===== config.mk =====
export PLATFORM = sky130hd
export DESIGN_NAME = sys_tick_timer
export DESIGN_NICKNAME = d
export VERILOG_FILES = /design/src/rtl/tick_pkg.sv /design/src/rtl/tick_src_sel.sv /design/src/rtl/tick_down_counter.sv /design/src/rtl/tick_ctrl_regs.sv /design/src/rtl/sys_tick_timer.sv
export SDC_FILE = /design/constraint.sdc
export NUM_CORES = 1
export LEC_CHECK = 0
export ABC_CLOCK_PERIOD_IN_PS = 4300
export BUFFER_PORTS_ARGS = -buffer_cell sky130_fd_sc_hd__buf_4
export CORE_ASPECT_RATIO = 0.75
export CORE_MARGIN = 2
export CORE_UTILIZATION = 30
export DETAILED_ROUTE_END_ITERATION = 8
export PLACE_DENSITY = 0.5
export SYNTH_ARGS = -nofsm -noshare
export SYNTH_HDL_FRONTEND = slang
export SYNTH_SLANG_ARGS = --single-unit

===== constraint.sdc =====
create_clock -name clk -period 4.3 [get_ports clk]
set_input_delay 1.29 -clock clk [delete_from_list [all_inputs] [get_ports clk]]
set_output_delay 1.29 -clock clk [all_outputs]
set_load 0.005 [all_outputs]

===== src/rtl/tick_pkg.sv =====
package tick_pkg;

  typedef enum logic [1:0] {
    REG_CTRL    = 2'd0,
    REG_RELOAD  = 2'd1,
    REG_CURRENT = 2'd2,
    REG_CALIB   = 2'd3
  } tick_reg_e;

  localparam int BIT_RUN  = 0;
  localparam int BIT_IRQE = 1;
  localparam int BIT_CORE = 2;
  localparam int BIT_FLAG = 16;

  localparam logic [31:0] CALIB_WORD = 32'd10000;

endpackage


===== src/rtl/tick_src_sel.sv =====
module tick_src_sel (
  input  logic run_i,
  input  logic core_sel_i,
  input  logic ref_tick_i,
  output logic tick_o
);
  assign tick_o = run_i & (core_sel_i | ref_tick_i);
endmodule


===== src/rtl/tick_down_counter.sv =====
module tick_down_counter #(
  parameter int CNT_W = 24
) (
  input  logic             clk,
  input  logic             rst_n,
  input  logic             load_i,
  input  logic [CNT_W-1:0] load_val_i,
  input  logic             step_i,
  output logic [CNT_W-1:0] count_o,
  output logic             zero_o
);
  logic [CNT_W-1:0] count_q, count_n;

  always_comb begin
    count_n = count_q;
    if (load_i)      count_n = load_val_i;
    else if (step_i) count_n = count_q - CNT_W'(1);
  end

  always_ff @(posedge clk or negedge rst_n) begin
    if (!rst_n) count_q <= '0;
    else        count_q <= count_n;
  end

  assign count_o = count_q;
  assign zero_o  = (count_q == '0);
endmodule


===== src/rtl/tick_ctrl_regs.sv =====
module tick_ctrl_regs
  import tick_pkg::*;
#(
  parameter int CNT_W = 24
) (
  input  logic             clk,
  input  logic             rst_n,
  input  logic             wr_en_i,
  input  logic             rd_en_i,
  input  logic [1:0]       addr_i,
  input  logic [CNT_W-1:0] wdata_i,
  input  logic             tick_i,
  input  logic             zero_i,
  output logic             run_o,
  output logic             irqe_o,
  output logic             core_o,
  output logic             flag_o,
  output logic [CNT_W-1:0] reload_o,
  output logic             load_o,
  output logic             step_o,
  output logic             irq_o
);
  logic             run_q, run_n, irqe_q, irqe_n, core_q, core_n;
  logic             flag_q, flag_n, irq_q, irq_n;
  logic [CNT_W-1:0] reload_q, reload_n;

  logic wr_ctrl, wr_rel, wr_cur, rd_ctrl;
  logic new_run, new_core, restart, stop, cur_load, hold, expire, rel_zero;

  assign wr_ctrl = wr_en_i && (addr_i == REG_CTRL);
  assign wr_rel  = wr_en_i && (addr_i == REG_RELOAD);
  assign wr_cur  = wr_en_i && (addr_i == REG_CURRENT);
  assign rd_ctrl = rd_en_i && (addr_i == REG_CTRL);

  assign new_run  = wdata_i[BIT_RUN];
  assign new_core = wdata_i[BIT_CORE];

  // restart: start from stopped, or change time base while running
  assign restart  = wr_ctrl && new_run && (!run_q || (new_core != core_q));
  assign stop     = wr_ctrl && !new_run;
  assign cur_load = wr_cur && run_q;
  assign hold     = restart || stop || cur_load;
  assign rel_zero = (reload_q == '0);
  assign expire   = tick_i && zero_i && !hold;

  assign load_o = restart || cur_load || (expire && !rel_zero);
  assign step_o = tick_i && !zero_i && !hold;

  always_comb begin
    run_n    = run_q;
    irqe_n   = irqe_q;
    core_n   = core_q;
    reload_n = reload_q;
    flag_n   = flag_q;
    if (wr_ctrl) begin
      run_n  = new_run;
      irqe_n = wdata_i[BIT_IRQE];
      core_n = new_core;
    end
    if (expire && rel_zero) run_n = 1'b0;
    if (wr_rel) reload_n = wdata_i;
    if (rd_ctrl || wr_cur) flag_n = 1'b0;
    if (expire) flag_n = 1'b1;
    irq_n = expire && irqe_q;
  end

  always_ff @(posedge clk or negedge rst_n) begin
    if (!rst_n) begin
      run_q    <= 1'b0;
      irqe_q   <= 1'b0;
      core_q   <= 1'b0;
      flag_q   <= 1'b0;
      irq_q    <= 1'b0;
      reload_q <= '0;
    end else begin
      run_q    <= run_n;
      irqe_q   <= irqe_n;
      core_q   <= core_n;
      flag_q   <= flag_n;
      irq_q    <= irq_n;
      reload_q <= reload_n;
    end
  end

  assign run_o    = run_q;
  assign irqe_o   = irqe_q;
  assign core_o   = core_q;
  assign flag_o   = flag_q;
  assign reload_o = reload_q;
  assign irq_o    = irq_q;
endmodule


===== src/rtl/sys_tick_timer.sv =====
module sys_tick_timer
  import tick_pkg::*;
#(
  parameter int CNT_W  = 24,
  parameter int DATA_W = 32
) (
  input  logic              clk,
  input  logic              rst_n,
  input  logic              ref_tick_i,
  input  logic              wr_en_i,
  input  logic              rd_en_i,
  input  logic [1:0]        addr_i,
  input  logic [DATA_W-1:0] wdata_i,
  output logic [DATA_W-1:0] rdata_o,
  output logic              irq_o
);
  logic             run, irqe, core, flag, tick, load, step, zero;
  logic [CNT_W-1:0] reload, count;

  generate
    if (DATA_W > CNT_W) begin : g_wide
      logic unused_hi;
      assign unused_hi = ^wdata_i[DATA_W-1:CNT_W];
    end
  endgenerate

  tick_src_sel u_src (
    .run_i      (run),
    .core_sel_i (core),
    .ref_tick_i (ref_tick_i),
    .tick_o     (tick)
  );

  tick_ctrl_regs #(.CNT_W(CNT_W)) u_regs (
    .clk      (clk),
    .rst_n    (rst_n),
    .wr_en_i  (wr_en_i),
    .rd_en_i  (rd_en_i),
    .addr_i   (addr_i),
    .wdata_i  (wdata_i[CNT_W-1:0]),
    .tick_i   (tick),
    .zero_i   (zero),
    .run_o    (run),
    .irqe_o   (irqe),
    .core_o   (core),
    .flag_o   (flag),
    .reload_o (reload),
    .load_o   (load),
    .step_o   (step),
    .irq_o    (irq_o)
  );

  tick_down_counter #(.CNT_W(CNT_W)) u_cnt (
    .clk        (clk),
    .rst_n      (rst_n),
    .load_i     (load),
    .load_val_i (reload),
    .step_i     (step),
    .count_o    (count),
    .zero_o     (zero)
  );

  always_comb begin
    rdata_o = '0;
    case (addr_i)
      REG_CTRL: begin
        rdata_o[BIT_RUN]  = run;
        rdata_o[BIT_IRQE] = irqe;
        rdata_o[BIT_CORE] = core;
        rdata_o[BIT_FLAG] = flag;
      end
      REG_RELOAD:  rdata_o = DATA_W'(reload);
      REG_CURRENT: rdata_o = run ? DATA_W'(count) : '0;
      default:     rdata_o = DATA_W'(CALIB_WORD);
    endcase
  end
endmodule


=== Yosys cells after proc, flatten, opt, wreduce, memory -nomap -nowiden ===
Index checks and enable logic that the tools add are counted.

* Mux-type cells: 11
* Equality and inequality tests: 3
* Bitwise operators: 2
* Reductions and logical operators: 32
* Add/sub/neg operators: 1

{| class="wikitable"
|+ Operators by type and width
! kind !! number
|-
| 2-to-1 mux 24 bit || 3
|-
| logical NOT 24 bit || 2
|-
| case mux 13 bit (3 select lines) || 1
|-
| subtractor 24 x 1 -> 24 bit, second input constant || 1
|-
| logical AND 1 bit || 15
|-
| case mux 7 bit (2 select lines) || 1
|-
| case mux 3 bit (3 select lines) || 1
|-
| logical OR 1 bit || 6
|-
| nonzero test 2 bit || 3
|-
| logical NOT 1 bit || 5
|-
| 2-to-1 mux 1 bit || 4
|-
| case mux 1 bit (3 select lines) || 1
|-
| equality test 2 x 1 -> 1 bit, second input constant || 1
|-
| equality test 2 bit, second input constant || 1
|-
| logical NOT 2 bit || 1
|-
| bitwise AND 1 bit || 1
|-
| inequality test 1 bit || 1
|-
| bitwise OR 1 bit || 1
|}

* Input port bits: 39
* Bits in registers: 53

=== Depth between registers and ports, before layout ===
Gate-level depths: netlist of run 1.

* Word-level depth: 11
* Depth in mapped cells: 10

=== Modules after synthesis ===
Synthesis of run 1 repeated with hierarchy kept, for this count alone.

* Cell total of the unflattened synthesis: 316
* Area, all modules: 3168.0 um^2

{| class="wikitable"
|+ By module, submodules not included
! module !! area each (um^2) !! sequential area each (um^2) !! times used !! cells an instance
|-
| tick_down_counter || 1408.9 || 600.6 || 1 || 157
|-
| tick_ctrl_regs || 1224.9 || 725.7 || 1 || 86
|-
| sys_tick_timer || 526.8 || 0.0 || 1 || 72
|-
| tick_src_sel || 7.5 || 0.0 || 1 || 1
|}

=== Worst setup path before layout of run 1 ===
Ideal clock, no wire load.

* Path kind: input -> output
* From: in addr_i[0]
* To: out rdata_o[16]
* Path slack: 651 ps
* Buffers on the path: 2
* Stages on the path: 7
* Arrival: 2359 ps
* Cell sequence: inv_1 > ha_1 > and2_1 > clkbuf_1 > clkbuf_1 > a222oi_1 > nor2_1

* Cells in the longest elaborated chain, start to end: 2

{| class="wikitable"
|+ Ends and longest elaborated chain
! element !! line !! RTL
|-
| start, declared || sys_tick_timer.sv:12 || <nowiki>input logic [1:0] addr_i,</nowiki>
|-
| equality test 2 bit (tied with other cells) || sys_tick_timer.sv:65 || <nowiki>case (addr_i)</nowiki>
|-
| case mux 1 bit (3 select lines) * || sys_tick_timer.sv:65 ||
|-
| end, declared || sys_tick_timer.sv:14 || <nowiki>output logic [DATA_W-1:0] rdata_o,</nowiki>
|}

Mark *: on every way between the ends. The rest lies on a longest branch, timed or not.

=== Final worst setup path of run 1 ===
Same ends and word-level chain as after synthesis.

==> qor.yml, run 1 <==
cts:
  cts_made_buffers: 5
  clockBufferDepth: 2
  cts_resized: 0
  cts_setup_buffers: 0
  cts_tree: "built"
  clock_latency_ps: 300
  cts_num_sinks: 53
  htree_levels: 2
  clkTransAtPathRegs_ps: 70
  root_buffer: "clkbuf_16"
  postCtsHoldBufs: 0
synthesis:
  syn-instance-count: 329
  synth-simple-area-share_pct: 21.1
  synth_compound_area_share_pct: 19.3
  synth_area_um2: 3180
  synth-edff-count: 0
  yosys_register_bits: 53
  synth-xor-area-share_pct: 1.38
  synthMuxAreaShare_pct: 9.16
  ys_seq_area_share_pct: 41.7
  yosys-top-cells-count: "53 x dfrtp_1, 27 x nor2_1, 26 x nand2_1"
  synth.area.top_cells: "dfrtp_1 42%, mux2_2 8.8%, a221o_1 6.0%"
  synth_top_area_share_pct: 41.7
  synth-main-ff-cell: "dfrtp_1"
  synth_top_family_by_area: "simple AND/OR/NAND/NOR gates"
  synthAdderAreaFrac_pct: 2.36
  async_reset_ff_share_pct: 100
  synth.most_common_cell: "dfrtp_1"
  yosysWarnings: 0
  yosys.cell_types.count: 47
  yosys.area.top_type: "dfrtp_1"
  syn_avg_cell_area_um2: 9.67
timing:
  finalHoldViolations: 0
  fin_tns_setup_ps: 0
  timing.hold.ws_ps: 531
  finalClockSkew_ps: 6.08
  grt_setup_unrepaired: "no"
  worst_pin_slew_ps: 782
  maxClockFrequency_ghz: 0.260
  setup_viol_count_final: 0
  drv_slew: 0
  min_period_over_period_pct: 89.5
  final.min_clock_period_ps: 3850
  relSlewSlack_pct: 47.9
min_path:
  hold_depth: 1
  min-delay-start: "u_regs.irqe_o"
  whs_endpoint: "u_regs.irq_o"
  min_path_type: "reg2reg"
power:
  clockPowerShare_pct: 26.2
  p_comb_share_pct: 31.2
  power.switching_w: 0.000727
  seq_power_share_pct: 42.7
  p_int_w: 0.00128
  power-per-cell-area_nw_per_um2: 511
  max-vdd-ir-drop_v: 0.000157
  p_leak_nw: 1.68
  switching_share_pct: 36.2
critical_path:
  cp.arrival_ps: 2560
  r2r_setup_slack_ps: 1310
  crit_path_start_kind: "primary input"
  rr_worst_depth: 9
  worstReg2RegStart: "u_cnt.count_o[0]"
  rr_endpoint: "u_cnt.count_o[10]"
  cp_max_fo: 14
  end_kind: "primary output"
  critPathRequiredTime_ps: 3010
  worstSetupPathType: "in2out"
layout:
  fillers: 1032
  fin_cells: 518
  nets: 426
  syn_to_final_growth_pct: 23.4
  drive_gt1_share_pct: 28.5
  num_antenna_cells: 0
floorplan:
  start_util_pct: 30.9
  rows: 32
  dieArea_um2: 11500
  core-area_um2: 10300
  io_pins: 72
  die_w_um: 123
  fp.dieH_um: 93.2
global_route:
  antenna_found_initial: 0
  gr-usage-all-layers_pct: 17.8
  grt_max_degree: 54
  grt_first_pass_wirelength_mm: 15.4
  grt_pass1_vias: 2745
  grt_overflow: 0
drt:
  via_per_inst: 5.46
  dr.pass1.iters: 6
  vias: 2826
  postRouteWirelength_mm: 9.58
  drtAntennaViolNets: 0
  drc_errors: 0
  wire_per_inst_um: 18.5
  drtIter0Drc: 180
place:
  dpl.cell_count: 510
  routabilityCongestion: 0.861
  post-dp-hpwl_mm: 6.84
  portBuffers: 55
flow_run:
  drv_cap: 0
status:
  status: "finished clean"
worst max path at each step:
stage | endpoint | slack, ps | depth (start not counted) | startpoint
finish | rdata_o[16] | 450 | 8 | addr_i[0]
detailed placement | rdata_o[16] | 440 | 8 | addr_i[0]
floorplan | rdata_o[16] | 650 | 7 | addr_i[0]
CTS | rdata_o[16] | 430 | 8 | addr_i[0]
global route | rdata_o[16] | 350 | 8 | addr_i[0]
global placement | rdata_o[16] | 430 | 8 | addr_i[0]
power by group through the flow:
stage               clock network (W)  registers [W]  logic [W]
floorplan                           0       0.000787   0.000455
global placement                    0       0.000856   0.000615
detailed placement                  0       0.000861   0.000623
CTS                          0.000537       0.000853   0.000628
global route                 0.000560       0.000885   0.000701
finish                       0.000525       0.000856   0.000625
cells in the final DEF, fill, tap and decap left out, types with 5 or more instances in the layout:
master	instances
conb_1	8
nor3_1	10
nor4_1	10
mux2_2	25
nor2_1	27
or3_1	8
clkbuf_16	5
or4_1	14
ha_1	6
inv_1	5
a221o_1	19
buf_4	66
a22oi_1	19
nand2_1	26
dfrtp_1	53
a21oi_1	11
o21ai_0	12
nor2b_1	7
kinds of logic (layout without fill, tap and decap cells):
group	after synthesis	after routing
xor gates and xnor gates	5	5
adders and majority gates	6	6
DFF	53	53
and+or+nand+nor	125	125
buffers and inverters	33	79
muxes	26	26
other	1	8
AOI/OAI and AO/OA	80	80
per-stage QoR:
stage | setup WS [ps] | power (W) | util (%) | instance area, um^2
6_report | 453 | 0.00201 | 38.1 | 3930
5_1_grt | 353 | 0.00215 | 38.1 | 3930
4_1_cts | 434 | 0.00202 | 38.1 | 3930
3_5_place_dp | 442 | 0.00148 | 36.3 | 3730
3_3_place_gp | 432 | 0.00147 | 36.3 | 3730
2_1_floorplan | 651 | 0.00124 | - | 3210
flip-flops by register name, summed over array words and instances, names as in the netlist:
| register | flops |
|---|---|
| u_regs.flag_o | 1 |
| u_regs.reload_o | 24 |
| u_regs.core_o | 1 |
| u_cnt.count_o | 24 |
| u_regs.irq_o | 1 |
| u_regs.irqe_o | 1 |
| u_regs.run_o | 1 |
per-layer routing:
| layer | vias up | part of all wire, % | GRT usage, % |
|---|---|---|---|
| met4 | 0 | 1.1 | 3.74 |
| met3 | 12 | 7.9 | 4.02 |
| met2 | 98 | 41 | 25.0 |
| li1 | 1349 | - | - |
| met5 | - | 0 | 0 |
| met1 | 1367 | 50 | 27.3 |
layout make-up:
class	instances	area, um^2	area share (%)
clock inverters	3	65.1	1.66
flip-flops and latches	53	1330	33.8
well taps	136	170	4.34
multi-input cells	250	1720	43.9
repair buffers	66	495	12.6
inverters	5	18.8	0.478
clock buffers	5	125	3.19
critical path: stages:
cell and delay (ps):
buf_4 90, inv_1 50, ha_1 220, and2_1 180, buf_4 200, a222oi_1 280, nor2_1 80, buf_4 170
(Power assumes the default switching activity.)
==> run 2, diff against run 1 <==
CORE_UTILIZATION = 59   (was 30)
PLACE_DENSITY = 0.87   (was 0.5)
SETUP_SLACK_MARGIN = 0.4   (was default)
==> run 2 against run 1 <==
Sequential share of layout area is 1.8 points higher. Clock power down 50%. Hold slack improved by 3.3 ps. Register-to-register slack got worse by 320 ps. Critical endpoint unchanged. Largest cell class unchanged.
==> qor.yml, run 2 (same netlist as run 1, synthesis figures left out) <==
global_route:
  grt_pass1_vias: 2705  # -1.5%
  gr-usage-all-layers_pct: 31.3  # +14 points
  grt_overflow: 0  # unchanged
  antenna_found_initial: 0  # unchanged
  grt_first_pass_wirelength_mm: 14.0  # -9.3%
  grt_max_degree: 54  # unchanged
layout:
  final_cell_mix: "64 x buf_4, 53 x dfrtp_1, 27 x nor2_1, 26 x nand2_1, 25 x mux2_2"
  fin_cells: 454  # -12%
  final_common_cell: "buf_4"
  syn_to_final_growth_pct: 17.3
  nets: 425  # -0.23%
  num_antenna_cells: 0  # unchanged
  drive_gt1_share_pct: 28.2  # -0.30 points
drt:
  via_per_inst: 6.58  # +21%
  drtIter0Drc: 307  # +71%
  postRouteWirelength_mm: 8.73  # -8.8%
  drtAntennaViolNets: 0  # unchanged
  wire_per_inst_um: 19.2  # +4.0%
  vias: 2987  # +5.7%
  drc_errors: 0  # unchanged
  dr.pass1.iters: 5  # -1
critical_path:
  worstSetupPathType: "in2out"
  cp.arrival_ps: 2490  # -70 ps
  path_common_cell: "buf_4"
  cp_slowest_cell: "a222oi_1"
  cp_max_fo: 11  # -3
  critPathRequiredTime_ps: 3010  # about the same
  crit_path_max_incr_delay_ps: 290  # about the same
  path_cells: "buf_4 -> inv_1 -> ha_2 -> and2_1 -> buf_6 -> a222oi_1 -> nor2_1 -> buf_4"
  end_kind: "primary output"
  crit_path_start_kind: "primary input"
place:
  dpl.cell_count: 448  # -12%
  post-dp-hpwl_mm: 6.11  # -11%
  routabilityCongestion: 0.948  # +10%
  portBuffers: 55  # unchanged
timing:
  min_period_over_period_pct: 87.9  # -1.6 points
  drv_slew: 0  # unchanged
  fin_tns_setup_ps: 0  # unchanged
  maxClockFrequency_ghz: 0.265  # +1.8%
  finalClockSkew_ps: 8.13  # +2.05 ps
  timing.hold.ws_ps: 534  # +3.28 ps
  finalHoldViolations: 0  # unchanged
  worst_pin_slew_ps: 910  # +128 ps
  final.min_clock_period_ps: 3780  # -67.6 ps
  grt_setup_unrepaired: "no"
  relSlewSlack_pct: 39.2  # -8.7 points
  setup_viol_count_final: 0  # unchanged
floorplan:
  io_pins: 72  # unchanged
  dieArea_um2: 6000  # -48%
  core-area_um2: 5270  # -49%
  start_util_pct: 60.4  # +29 points
  die_w_um: 88.8  # -28%
  fp.dieH_um: 67.6  # -27%
  rows: 23  # -28%
power:
  seq_power_share_pct: 49.0  # +6.3 points
  p_leak_nw: 1.62  # -3.7%
  clockPowerShare_pct: 15.0  # -11 points
  max-vdd-ir-drop_v: 0.000302  # +92%
  switching_share_pct: 40.1  # +3.9 points
  power-per-cell-area_nw_per_um2: 472  # -7.6%
  p_comb_share_pct: 36.0  # +4.8 points
  p_int_w: 0.00106  # -18%
  power.switching_w: 0.000706  # -2.9%
cts:
  clkTransAtPathRegs_ps: 90  # +20 ps
  cts_setup_buffers: 0  # unchanged
  clockBufferDepth: 2  # unchanged
  cts_num_sinks: 53  # unchanged
  clock_latency_ps: 310  # about the same
  htree_levels: 2  # unchanged
  root_buffer: "clkbuf_8"
  cts_resized: 0  # unchanged
  cts_tree: "built"
  cts_made_buffers: 5  # unchanged
  postCtsHoldBufs: 0  # unchanged
status:
  status: "finished clean"
min_path:
  min_path_type: "reg2reg"
flow_run:
  drv_cap: 0  # unchanged
[run 2: cell types whose count changed in the layout (fill, tap and decap cells not counted)]
cell | previous run | this run
clkbuf_16 | 5 | 0
clkbuf_8 | 0 | 5
buf_4 | 66 | 64
bufinv_16 | 2 | 0
buf_6 | 0 | 1
ha_1 | 6 | 5
ha_2 | 0 | 1
[run 2: area by class of cell]
| type | instances | area, um^2 |
|---|---|---|
| clock inverters | 1 | 5.00 |
| well taps | 75 | 93.8 |
| flip-flops and latches | 53 | 1330 |
| fillers | 431 | 1540 |
| repair buffers | 65 | 492 |
| inverters | 5 | 18.8 |
| multi-input cells | 250 | 1730 |
| clock buffers | 5 | 68.8 |
[run 2: power groups by stage]
stage               Clock [W]  Combinational (W)  Sequential [W]
floorplan                   0           0.000455        0.000787
global placement            0           0.000594        0.000846
detailed placement          0           0.000621        0.000860
CTS                  0.000269           0.000626        0.000851
global route         0.000290           0.000698        0.000882
finish               0.000264           0.000634        0.000863
[run 2: metrics by stage]
step	setup WS (ps)	utilization (%)	area (um^2)	total power, W
2_1_floorplan	651	-	3210	0.00124
3_3_place_gp	501	69.3	3650	0.00144
3_5_place_dp	488	69.3	3650	0.00148
4_1_cts	481	70.7	3720	0.00175
5_1_grt	402	70.8	3730	0.00187
6_report	521	70.8	3730	0.00176
[run 2: worst max-delay path, delay by kind of cell]
kind,cells,cell delay [ps]
compound gates,1,290
simple gates,2,250
buf+inv,4,450
fa+ha+maj,1,200
[run 2: per-layer routing]
metal	track usage (%)	wire, um	up-vias
met5	0	0	-
li1	-	-	1331
met1	44.8	3650	1444
met2	49.3	4010	184
met3	5.50	860	28
met4	8.71	206	0
[run 2: path summary, 6_finish.rpt]
| kind | slack (ps) | start | endpoint | cells after the start |
|---|---|---|---|---|
| max | 520 | addr_i[0] | rdata_o[16] | 8 |
| min | 530 | u_regs.flag_o | u_regs.flag_o | 1 |
| max reg2reg | 990 | u_cnt.count_o[0] | u_cnt.count_o[10] | 8 |
| min reg2reg | 530 | u_regs.flag_o | u_regs.flag_o | 1 |
| max in group asynchronous | 2830 | rst_n | u_regs.reload_o[10] | 1 |
| min in group asynchronous | 1000 | rst_n | u_regs.reload_o[4] | 1 |
==> run 3, diff against run 2 <==
ABC_CLOCK_PERIOD_IN_PS = 4500   (was 4300)
clock period = 4.5 ns   (was 4.3 ns; I/O delays follow)
==> run 3 against run 2 <==
Clock power about the same. Hold slack better by 13 ps. Clock skew down 1.5 ps. Utilization down 0.24 points. Final area down 0.34%. Sequential cell count unchanged. Sequential power down 4.6%. Global-route usage down 0.80 points. Critical path type unchanged. Highest routed layer unchanged.
==> qor.yml, run 3 (same netlist as run 1, synthesis figures left out) <==
status:
  status: "finished clean"
cts:
  root_buffer: "clkbuf_8"
  postCtsHoldBufs: 0  # unchanged
  cts_num_sinks: 53  # unchanged
  htree_levels: 2  # unchanged
  clkTransAtPathRegs_ps: 90  # about the same
  cts_made_buffers: 5  # unchanged
  cts_resized: 0  # unchanged
  cts_setup_buffers: 0  # unchanged
  clockBufferDepth: 2  # unchanged
  cts_tree: "built"
  clock_latency_ps: 310  # about the same
drt:
  via_per_inst: 6.50  # -1.2%
  drtIter0Drc: 304  # -0.98%
  wire_per_inst_um: 19.1  # -0.70%
  dr.pass1.iters: 6  # +1
  drtAntennaViolNets: 0  # unchanged
  vias: 2950  # -1.2%
  drc_errors: 0  # unchanged
  postRouteWirelength_mm: 8.67  # -0.70%
power:
  seq_power_share_pct: 48.6  # -0.4 points
  max-vdd-ir-drop_v: 0.000228  # -25%
  switching_share_pct: 40.2  # +0.092 points
  clockPowerShare_pct: 15.6  # +0.6 points
  p_int_w: 0.00101  # -4.0%
  p_comb_share_pct: 35.9  # about the same
  power.switching_w: 0.000680  # -3.7%
  power-per-cell-area_nw_per_um2: 455  # -3.6%
  finalPower_w: 0.00169  # -3.9%
  p_leak_nw: 1.62  # -0.17%
place:
  portBuffers: 55  # unchanged
  dpl_cell_area_um2: 3640  # -0.41%
  dpl.cell_count: 446  # -0.45%
  post-dp-hpwl_mm: 6.01  # -1.6%
  routabilityCongestion: 0.933  # -1.6%
global_route:
  grt_overflow: 0  # unchanged
  grt_pass1_vias: 2743  # +1.4%
  grt_first_pass_wirelength_mm: 13.8  # -1.3%
  antenna_found_initial: 0  # unchanged
  grt.met2_usage_pct: 47.4  # -1.9 points
  grt_use_met1_pct: 43.3  # -1.4 points
  gr-usage-all-layers_pct: 30.5  # -0.80 points
  grt_use_met3_pct: 6.60  # +1.1 points
  grt_max_degree: 54  # unchanged
  grt-busiest-layer: "met2"
critical_path:
  cp_slowest_cell: "a222oi_1"
  path_cells: "buf_4 -> inv_1 -> ha_1 -> and2_1 -> buf_4 -> a222oi_1 -> nor2_1 -> buf_4"
  path_buf_inv: 4  # unchanged
  crit_path_max_incr_delay_ps: 280  # about the same
  cp.arrival_ps: 2600  # +110 ps
  crit_path_start_kind: "primary input"
  path_common_cell: "buf_4"
  end_kind: "primary output"
  worstSetupPathType: "in2out"
  critPathRequiredTime_ps: 3150  # +140 ps
  cp_top_family: "buffers and inverters"
  cp_max_fo: 11  # unchanged
layout:
  stdcell_area_um2: 3720  # -0.34%
  final_cell_mix: "63 x buf_4, 53 x dfrtp_1, 27 x nor2_1, 26 x nand2_1, 25 x mux2_2"
  nets: 423  # -0.47%
  drive_gt1_share_pct: 27.7  # -0.53 points
  final_common_cell: "buf_4"
  fin_cells: 454  # unchanged
  syn_to_final_growth_pct: 16.9
  num_antenna_cells: 0  # unchanged
flow_run:
  drv_cap: 0  # unchanged
floorplan:
  die_w_um: 88.8  # unchanged
  dieArea_um2: 6000  # unchanged
  rows: 23  # unchanged
  start_util_pct: 60.4  # unchanged
  fp.dieH_um: 67.6  # unchanged
  io_pins: 72  # unchanged
  core-area_um2: 5270  # unchanged
timing:
  maxClockFrequency_ghz: 0.253
  worst_pin_slew_ps: 1040  # +129 ps
  finalHoldViolations: 0  # unchanged
  setup_viol_count_final: 0  # unchanged
  min_period_over_period_pct: 87.7
  relSlewSlack_pct: 30.5  # -8.7 points
  finalClockSkew_ps: 6.67  # -1.46 ps
  final.min_clock_period_ps: 3950
  grt_setup_unrepaired: "no"
  fin_tns_setup_ps: 0  # unchanged
  timing.hold.ws_ps: 547  # +12.9 ps
  drv_slew: 0  # unchanged
min_path:
  min_path_type: "reg2reg"
run 3: cell count changes in the layout (fill, tap and decap cells not counted):
cell,delta
clkbuf_1,+1
ha_1,+1
buf_4,-1
ha_2,-1
buf_6,-1
clkinv_2,+1
run 3: final timing paths:
path                            slack, ps  cells after the start                  to              from
worst max-delay path                  550                      8         rdata_o[16]         addr_i[0]
worst min-delay path                  550                      1       u_regs.flag_o     u_regs.flag_o
worst max register to register       1150                      8   u_cnt.count_o[10]  u_cnt.count_o[0]
worst min register to register        550                      1       u_regs.flag_o     u_regs.flag_o
max in group asynchronous            2990                      1   u_cnt.count_o[20]             rst_n
min in group asynchronous            1060                      1  u_regs.reload_o[1]             rst_n
run 3: area by class of cell:
cell class	count	area [um^2]
Clock buffer	6	72.6
Clock inverter	2	10.0
Fill cell	440	1550
Inverter	5	18.8
Multi-Input combinational cell	250	1720
Sequential cell	53	1330
Tap cell	75	93.8
Timing Repair Buffer	63	473
run 3: metal layers:
| layer | wire length [um] | share of wire, % |
|---|---|---|
| met5 | 0 | 0 |
| met4 | 131 | 1.5 |
| met3 | 863 | 10 |
| met2 | 3920 | 45 |
| met1 | 3760 | 43 |
run 3: through the flow:
stage	setup slack, ps	utilization (%)
after floorplan	731	-
after global placement	584	69.0
after detailed placement	556	69.0
after CTS	551	70.6
after global routing	470	70.6
final	555	70.6
run 3: worst reg2reg max path, cell delays in order, from the launching register on:
cell and delay, ps:
dfrtp_1 440, inv_1 110, ha_1 160, or4b_2 640, or4_1 470, nor3_1 710
nor2_1 350, a21oi_1 220, o221ai_1 140
run 3: power groups by stage:
stage / registers [W] / logic (W) / clock network, W
after floorplan: 0.000752 / 0.000434 / 0
after global placement: 0.000809 / 0.000567 / 0
after detailed placement: 0.000817 / 0.000591 / 0
after CTS: 0.000810 / 0.000596 / 0.000268
after global routing: 0.000841 / 0.000672 / 0.000287
final: 0.000823 / 0.000607 / 0.000263
